==> config.mk <==
export PLATFORM = sky130hd
export DESIGN_NAME = inv_scoreboard
export DESIGN_NICKNAME = d
export VERILOG_FILES = /design/src/rtl/inv_sb_pkg.sv /design/src/rtl/inv_sb_bits.sv /design/src/rtl/inv_sb_ctrl.sv /design/src/rtl/inv_scoreboard.sv
export SDC_FILE = /design/constraint.sdc
export NUM_CORES = 1
export LEC_CHECK = 0
export ABC_AREA = 0
export BUFFER_PORTS_ARGS = -buffer_cell sky130_fd_sc_hd__buf_2
export CAP_MARGIN = 30
export CORE_MARGIN = 10
export CORE_UTILIZATION = 59
export DETAILED_ROUTE_END_ITERATION = 8
export PLACE_DENSITY = 0.86
export SLEW_MARGIN = 20
export SYNTH_ARGS = -nofsm -noshare
export SYNTH_HDL_FRONTEND = slang
export SYNTH_SLANG_ARGS = --single-unit
==> constraint.sdc <==
create_clock -name clk -period 6.2 [get_ports clk]
set_clock_uncertainty 0.2 [all_clocks]
set_input_delay 1.24 -clock clk [delete_from_list [all_inputs] [get_ports clk]]
set_output_delay 1.24 -clock clk [all_outputs]
set_load 0.05 [all_outputs]
==> src/rtl/inv_sb_pkg.sv <==
package inv_sb_pkg;

  // Strobes passed from control to the flag array each cycle
  typedef struct packed {
    logic wrEn;    // write the destination flag
    logic clrAll;  // wipe all flags (checkpoint restored)
    logic wrVal;   // value written to the destination flag
  } sbStrobe_t;

endpackage

==> src/rtl/inv_sb_bits.sv <==
module inv_sb_bits
  import inv_sb_pkg::*;
#(
  parameter int NUM_REGS = 32,
  parameter int IDX_W    = $clog2(NUM_REGS)
) (
  input  logic                clk,
  input  logic                rstN,
  input  sbStrobe_t           strobe,
  input  logic [IDX_W-1:0]    wrIdx,
  input  logic [IDX_W-1:0]    rdIdxA,
  input  logic [IDX_W-1:0]    rdIdxB,
  output logic                rdInvA,
  output logic                rdInvB,
  output logic [NUM_REGS-1:0] invBits
);

  genvar g;
  generate
    for (g = 0; g < NUM_REGS; g++) begin : gFlag
      if (g == 0) begin : gZero
        // register 0 is hardwired clean
        assign invBits[g] = 1'b0;
      end else begin : gReg
        logic flagQ;
        always_ff @(posedge clk or negedge rstN) begin
          if (!rstN) begin
            flagQ <= 1'b0;
          end else if (strobe.clrAll) begin
            flagQ <= 1'b0;
          end else if (strobe.wrEn && (wrIdx == IDX_W'(g))) begin
            flagQ <= strobe.wrVal;
          end
        end
        assign invBits[g] = flagQ;
      end
    end
  endgenerate

  assign rdInvA = invBits[rdIdxA];
  assign rdInvB = invBits[rdIdxB];


  clear_all_chk: assert property (@(posedge clk) disable iff (!rstN)
    ($past(rstN) && $past(strobe.clrAll)) |-> (invBits == '0));


  write_lands_chk: assert property (@(posedge clk) disable iff (!rstN)
    ($past(rstN) && $past(strobe.wrEn) && !$past(strobe.clrAll) && ($past(wrIdx) != '0))
      |-> (invBits[$past(wrIdx)] == $past(strobe.wrVal)));


  hold_state_chk: assert property (@(posedge clk) disable iff (!rstN)
    ($past(rstN) && !$past(strobe.wrEn) && !$past(strobe.clrAll))
      |-> (invBits == $past(invBits)));

endmodule

==> src/rtl/inv_sb_ctrl.sv <==
module inv_sb_ctrl
  import inv_sb_pkg::*;
#(
  parameter int NUM_REGS = 32,
  parameter int IDX_W    = $clog2(NUM_REGS)
) (
  input  logic             clk,
  input  logic             rstN,
  input  logic             runahead,
  input  logic             recover,
  input  logic             retireValid,
  input  logic [IDX_W-1:0] srcAIdx,
  input  logic             srcAUsed,
  input  logic [IDX_W-1:0] srcBIdx,
  input  logic             srcBUsed,
  input  logic [IDX_W-1:0] dstIdx,
  input  logic             dstWrite,
  input  logic             isConst,
  input  logic             isTrigger,
  input  logic             rdInvA,
  input  logic             rdInvB,
  output sbStrobe_t        strobe,
  output logic             skipExec
);

  logic active;
  logic srcAHit;
  logic srcBHit;
  logic resultInv;

  assign active  = runahead && retireValid;
  assign srcAHit = srcAUsed && (srcAIdx != '0) && rdInvA;
  assign srcBHit = srcBUsed && (srcBIdx != '0) && rdInvB;

  // trigger load wins over everything; constant results break the chain
  assign resultInv = isTrigger || ((srcAHit || srcBHit) && !isConst);

  assign skipExec      = active && resultInv;
  assign strobe.wrEn   = active && dstWrite && (dstIdx != '0);
  assign strobe.wrVal  = resultInv;
  assign strobe.clrAll = recover;


  idle_mode_chk: assert property (@(posedge clk) disable iff (!rstN)
    !runahead |-> (!skipExec && !strobe.wrEn));


  no_retire_chk: assert property (@(posedge clk) disable iff (!rstN)
    !retireValid |-> (!skipExec && !strobe.wrEn));


  const_exec_chk: assert property (@(posedge clk) disable iff (!rstN)
    (isConst && !isTrigger) |-> !skipExec);


  trigger_skip_chk: assert property (@(posedge clk) disable iff (!rstN)
    (active && isTrigger) |-> skipExec);

endmodule

==> src/rtl/inv_scoreboard.sv <==
module inv_scoreboard
  import inv_sb_pkg::*;
#(
  parameter int NUM_REGS = 32,
  localparam int IDX_W   = $clog2(NUM_REGS)
) (
  input  logic                clk,
  input  logic                rstN,
  input  logic                runahead,
  input  logic                recover,
  input  logic                retireValid,
  input  logic [IDX_W-1:0]    srcAIdx,
  input  logic                srcAUsed,
  input  logic [IDX_W-1:0]    srcBIdx,
  input  logic                srcBUsed,
  input  logic [IDX_W-1:0]    dstIdx,
  input  logic                dstWrite,
  input  logic                isConst,
  input  logic                isTrigger,
  output logic                skipExec,
  output logic [NUM_REGS-1:0] invBits
);

  sbStrobe_t strobe;
  logic      rdInvA;
  logic      rdInvB;

  inv_sb_ctrl #(.NUM_REGS(NUM_REGS), .IDX_W(IDX_W)) u_ctrl (
    .clk         (clk),
    .rstN        (rstN),
    .runahead    (runahead),
    .recover     (recover),
    .retireValid (retireValid),
    .srcAIdx     (srcAIdx),
    .srcAUsed    (srcAUsed),
    .srcBIdx     (srcBIdx),
    .srcBUsed    (srcBUsed),
    .dstIdx      (dstIdx),
    .dstWrite    (dstWrite),
    .isConst     (isConst),
    .isTrigger   (isTrigger),
    .rdInvA      (rdInvA),
    .rdInvB      (rdInvB),
    .strobe      (strobe),
    .skipExec    (skipExec)
  );

  inv_sb_bits #(.NUM_REGS(NUM_REGS), .IDX_W(IDX_W)) u_bits (
    .clk     (clk),
    .rstN    (rstN),
    .strobe  (strobe),
    .wrIdx   (dstIdx),
    .rdIdxA  (srcAIdx),
    .rdIdxB  (srcBIdx),
    .rdInvA  (rdInvA),
    .rdInvB  (rdInvB),
    .invBits (invBits)
  );

endmodule

==> impl_metrics.yaml, run 1 <==
run_status:
  status: "completed"
floorplan:
  io_pins: 58
  die_y_um: 85.0
  rows: 23
  coreArea_mm2: 0.00406
  initial_core_util_pct: 61.4
  dieArea_mm2: 0.00722
  die_w_um: 85.0
clock_network:
  h-tree-depth: 2
  cts_tree: "built"
  clockRootBuffer: "clkbuf_8"
  cts_buffers: 5
  clkTransAtPathRegs_ps: 60
  cts_buffer_depth: 2
  cts_num_sinks: 31
  cts_resized: 0
  post-cts-setup-buffers: 0
  postCtsHoldBufs: 0
  clk_latency_ps: 290
layout:
  regMostFlops: "u_bits.gFlag.gReg.flagQ"
  largest_reg_flops: 31
  final_util_pct: 63.9
  antenna_cells: 0
  drive_gt1_share_pct: 28.3
  fin_cells: 329
  reg_top3: "u_bits.gFlag.gReg.flagQ: 31 flops"
  nNetsFinal: 303
  area_growth_syn_to_layout_pct: 4.12
timing:
  rsz0062_at_grt: "no"
  min_period_ps: 4890
  fmax_ghz: 0.204
  setup_viol: 0
  worst_pin_slew_ps: 687
  period_share_pct: 78.9
  fin_tns_setup_ps: 0
  final_max_slew_viol_count: 0
  finalHoldViolCount: 0
  slew_headroom_pct: 54.2
logic_synthesis:
  syn_inst: 261
  syn_area_per_cell_um2: 9.54
  async_reset_ff_share_pct: 100
  synth_area_mm2: 0.00249
  yosysTopAreaCell: "dfrtp_1"
  synth-main-ff-cell: "dfrtp_1"
  ys_ff_latch: 31
  synth_area_leaders: "dfrtp_1 (31%), o31a_1 (10%), buf_4 (9.6%)"
  netlist.area_leader.share_pct: 31.1
  synth_seq_area_share_pct: 31.1
  syn-num-nets: 286
  synth.distinct_cells: 41
  ys_warn_count: 0
  synth-edff-count: 0
critical_path:
  endpoint_kind: "output port"
  cp_num_cells: 8
  critPathRequiredTime_ps: 4760
  start_kind: "primary input"
  cpMaxStageDelayCell: "mux4_1"
  critPathMaxFanout: 32
  regToRegEndpoint: "u_bits.gFlag[4].gReg.flagQ"
  reg2reg_depth: 6
  r2r_start: "u_bits.gFlag[8].gReg.flagQ"
  critPathTopFamily: "compound AO/OA/AOI/OAI gates"
  crit_top_cell: "buf_2"
  path_class: "primary input to output port"
  slowest_delay_ps: 580
  crit_chain: "buf_2, mux4_1, mux2_2, a21oi_2, o41ai_1, a32o_2, o211a_1, buf_2"
  arrival_ps: 3450
  reg2reg_setup_slack_ps: 3600
  critPathBufInv: 2
worst_hold_path:
  hp-start: "u_bits.gFlag[10].gReg.flagQ"
  min_path_cells: 3
  hp-class: "flop to flop"
  holdPathEnd: "u_bits.gFlag[10].gReg.flagQ"
grt:
  grt_use_total_pct: 18.1
  antenna_found_initial: 0
  grt_remaining_overflow: 0
  grt_first_pass_wirelength_um: 10800
  grt_pass1_vias: 2132
  grt_max_degree: 33
place:
  gp_congestion: 0.914
  portBuffers: 56
  place_inst: 321
  dp_hpwl_um: 4890
detailed_routing:
  drtAntennaViolNets: 0
  wl_per_cell_um: 19.7
  finalWirelength_um: 6480
  drt_first_iter_violations: 292
  first_pass_iters: 5
  drc: 0
  vias: 2114
  post_drt_via_cell_ratio: 6.43
power:
  power_mw: 0.471
  ir_drop_mv: 0.100
  p_per_area_mw_per_mm2: 182
  leakagePower_nw: 1.22
job:
  maxCapViolCount: 0
-- final cells by class --
cell class,instances,area [um^2]
fillers,339,1460
multi-input cells,181,1350
flip-flops and latches,31,776
repair buffers,56,280
clock buffers,6,82.6
well taps,50,62.6
clock inverters,2,35.0
inverters,3,11.3
-- per-stage QoR --
| step | instance area [um^2] | hold slack [ps] | worst slack (ps) |
|---|---|---|---|
| after floorplan | 2490 | 414 | 1640 |
| after global placement | 2480 | 453 | 1350 |
| after detailed placement | 2480 | 472 | 1310 |
| after CTS | 2590 | 489 | 1310 |
| after global routing | 2590 | 537 | 1150 |
| final | 2590 | 490 | 1310 |
-- cell usage after synthesis, types with 6 or more instances --
| cell | n |
|---|---|
| mux4_1 | 6 |
| o31a_1 | 29 |
| or2b_1 | 6 |
| mux4_2 | 6 |
| nor2b_1 | 8 |
| buf_6 | 6 |
| buf_4 | 32 |
| and2_1 | 8 |
| nand2_1 | 9 |
| nor2_1 | 39 |
| a21oi_1 | 31 |
| dfrtp_1 | 31 |
-- power by group --
group	internal, mW	switching, mW
Combinational	0.0186	0.0418
Sequential	0.203	0.00103
Clock	0.130	0.0764
-- cells in the final DEF (no fill, tap or decap), types with 2 or more instances in the layout --
cell      instances
nor2b_1           8
nand3b_1          4
mux4_2            6
mux2_2            3
dfrtp_1          31
inv_1             3
nor4_1            2
clkbuf_8          6
or3_1             2
o31a_2            2
or2b_1            6
nor3_1            3
buf_2            56
mux2i_1           4
o31a_1           29
and2_1            8
nand2_1           9
nor2_1           39
mux4_1            6
a311oi_1          2
a21oi_1          31
-- routing by layer --
| layer | up-vias | routed length [um] | share of wire [%] | GRT usage [%] |
|---|---|---|---|---|
| li1 | 969 | - | - | - |
| met1 | 1008 | 2610 | 40 | 22.8 |
| met2 | 128 | 3090 | 48 | 28.2 |
| met3 | 9 | 673 | 10 | 5.83 |
| met4 | 0 | 97 | 1.5 | 6.59 |
| met5 | - | 0 | 0 | 0 |
-- worst max-delay path by stage --
stage               startpoint       end
global placement    srcAIdx[0]  skipExec
detailed placement  srcAIdx[0]  skipExec
global route        srcBIdx[0]  skipExec
floorplan           srcAIdx[0]  skipExec
finish              srcAIdx[0]  skipExec
CTS                 srcAIdx[0]  skipExec
-- tightest hold or removal path: stages, from the launching register on --
cell and delay (ps):
dfrtp_1 390, a21oi_1 50, nor2_1 80, o31a_1 130
-- cells by family (layout without fill, tap and decap cells) --
kind of cell | Yosys count | count (layout) | share of synthesized area, %
and+or+nand+nor | 88 | 88 | 18.0
AOI/OAI and AO/OA | 73 | 73 | 21.2
buffers and inverters | 49 | 67 | 14.8
DFF | 31 | 31 | 31.1
muxes | 19 | 19 | 14.7
other | 1 | 1 | 0.151
(Power assumes the default switching activity.)
==> inputs of run 2 (changes only) <==
--- a/config.mk
+++ b/config.mk
@@ -9,9 +9,9 @@
 export BUFFER_PORTS_ARGS = -buffer_cell sky130_fd_sc_hd__buf_2
 export CAP_MARGIN = 30
 export CORE_MARGIN = 10
-export CORE_UTILIZATION = 59
+export CORE_UTILIZATION = 54
 export DETAILED_ROUTE_END_ITERATION = 8
-export PLACE_DENSITY = 0.86
+export PLACE_DENSITY = 0.8
 export SLEW_MARGIN = 20
 export SYNTH_ARGS = -nofsm -noshare
 export SYNTH_HDL_FRONTEND = slang
==> constraint.sdc (replaced) <==
create_clock -name clk -period 4.63 [get_ports clk]
set_clock_uncertainty 0.2 [all_clocks]
set_input_delay 0.926 -clock clk [delete_from_list [all_inputs] [get_ports clk]]
set_output_delay 0.926 -clock clk [all_outputs]
set_load 0.05 [all_outputs]
==> run 2 against run 1 <==
- routed wire length grew 4.4%
- worst hold slack got worse by 4.6 ps
- sequential share of layout area decreased by 0.11 points
- global-route usage down 0.18 points
- power up 35%
- combinational power rose by 38%
- setup slack got worse by 690 ps
==> impl_metrics.yaml, run 2 (same netlist as run 1, synthesis figures left out) <==
layout:
  drive_gt1_share_pct: 28.6
  nNetsFinal: 304
  fin_cells: 332
  largest_reg_flops: 31
  n_fill_cell: 362
  multi_input_area_mm2: 0.00135
  regMostFlops: "u_bits.gFlag.gReg.flagQ"
  area_growth_syn_to_layout_pct: 4.52
  final_cell_mix: "buf_2 (56), nor2_1 (39), a21oi_1 (31), dfrtp_1 (31), o31a_1 (29)"
  regArea_um2: 776
  antenna_cells: 0
  reg_top3: "u_bits.gFlag.gReg.flagQ: 31 flops"
  final_common_cell: "buf_2"
detailed_routing:
  drt_first_iter_violations: 322
  drc: 0
  post_drt_via_cell_ratio: 6.41
  wl_per_cell_um: 20.4
  drtAntennaViolNets: 0
  vias: 2129
  finalWirelength_um: 6770
  first_pass_iters: 4
grt:
  grt_remaining_overflow: 0
  grt_max_degree: 32
  grt_use_total_pct: 17.9
  grt_first_pass_wirelength_um: 10900
  antenna_found_initial: 0
  grt_pass1_vias: 2157
power:
  leakagePower_nw: 1.22
  p_per_area_mw_per_mm2: 244
  ir_drop_mv: 0.109
  power_mw: 0.634
floorplan:
  coreArea_mm2: 0.00441
  rows: 24
  dieArea_mm2: 0.00773
  io_pins: 58
  die_y_um: 87.9
  die_w_um: 87.9
  initial_core_util_pct: 56.4
critical_path:
  startpoint: "srcAIdx[0]"
  slowest_delay_ps: 590
  critPathRequiredTime_ps: 3500
  r2r_start: "u_bits.gFlag[11].gReg.flagQ"
  crit_chain: "buf_2, mux4_1, mux2_2, a21oi_2, o41ai_1, a32o_2, o211a_1, buf_2"
  arrival_ps: 2890
  path_class: "primary input to output port"
  critPathTopFamily: "multiplexers"
  crit_top_cell: "buf_2"
  critPathBufInv: 2
  critPathMaxFanout: 11
  cpMaxStageDelayCell: "mux4_1"
  endpoint_kind: "output port"
  start_kind: "primary input"
timing:
  slew_headroom_pct: 53.4
  rsz0062_at_grt: "no"
  setup_viol: 0
  fmax_ghz: 0.249
  fin_tns_setup_ps: 0
  finalHoldViolCount: 0
  final_max_slew_viol_count: 0
  period_share_pct: 86.7
  worst_pin_slew_ps: 699
  min_period_ps: 4020
clock_network:
  clockRootBuffer: "clkbuf_8"
  cts_buffers: 5
  cts_num_sinks: 31
  cts_buffer_depth: 2
  post-cts-setup-buffers: 0
  clkTransAtPathRegs_ps: 70
  cts_resized: 0
  h-tree-depth: 2
  clk_latency_ps: 280
  postCtsHoldBufs: 0
  cts_tree: "built"
run_status:
  status: "completed"
place:
  portBuffers: 56
  dp_hpwl_um: 5020
  place_inst: 324
  gp_congestion: 0.916
worst_hold_path:
  hp-class: "primary input to async pin"
job:
  maxCapViolCount: 0
## run 2: metal layers
layer / global-route usage [%] / share of wire (%)
met1: 22.1 / 39
met2: 28.0 / 47
met3: 6.59 / 12
met4: 6.52 / 2.3
met5: 0 / 0
## run 2: final timing paths
kind                                               end  slack (ps)  cells after the start
min in group clk           u_bits.gFlag[19].gReg.flagQ         490                      3
max                                           skipExec         610                      8
min                        u_bits.gFlag[29].gReg.flagQ         480                      1
max in group asynchronous   u_bits.gFlag[9].gReg.flagQ        3290                      1
max reg2reg                u_bits.gFlag[30].gReg.flagQ        1990                      7
min reg2reg                u_bits.gFlag[19].gReg.flagQ         480                      3
## run 2: per-stage QoR
step / instance area (um^2) / utilization (%) / setup WS (ps) / hold WS [ps]
global placement: 2490 / 56.3 / 652 / 465
global route: 2600 / 59.0 / 552 / 526
detailed placement: 2490 / 56.3 / 613 / 472
CTS: 2600 / 59.0 / 609 / 487
floorplan: 2490 / - / 700 / 414
finish: 2600 / 59.0 / 614 / 485
## run 2: layout make-up
type	instances	share of cell area, %
sequential	31	29.8
timing repair buffer	57	11.1
inverter	3	0.432
clock inverter	2	1.35
tap	52	2.50
clock buffer	6	3.17
multi-input combinational	181	51.7
## run 2: worst reg2reg max path: stages (launching register included)
cell and delay, ps:
dfrtp_1 430, mux4_1 530, mux2_2 290, a21oi_2 130
o41ai_1 70, a32o_2 250, buf_4 240, o31a_2 390
## run 2: power by group
group	total, mW	switching (mW)	internal [mW]
clock network	0.278	0.104	0.174
registers	0.273	0.00133	0.272
logic	0.0834	0.0579	0.0256
total	0.634	0.163	0.471
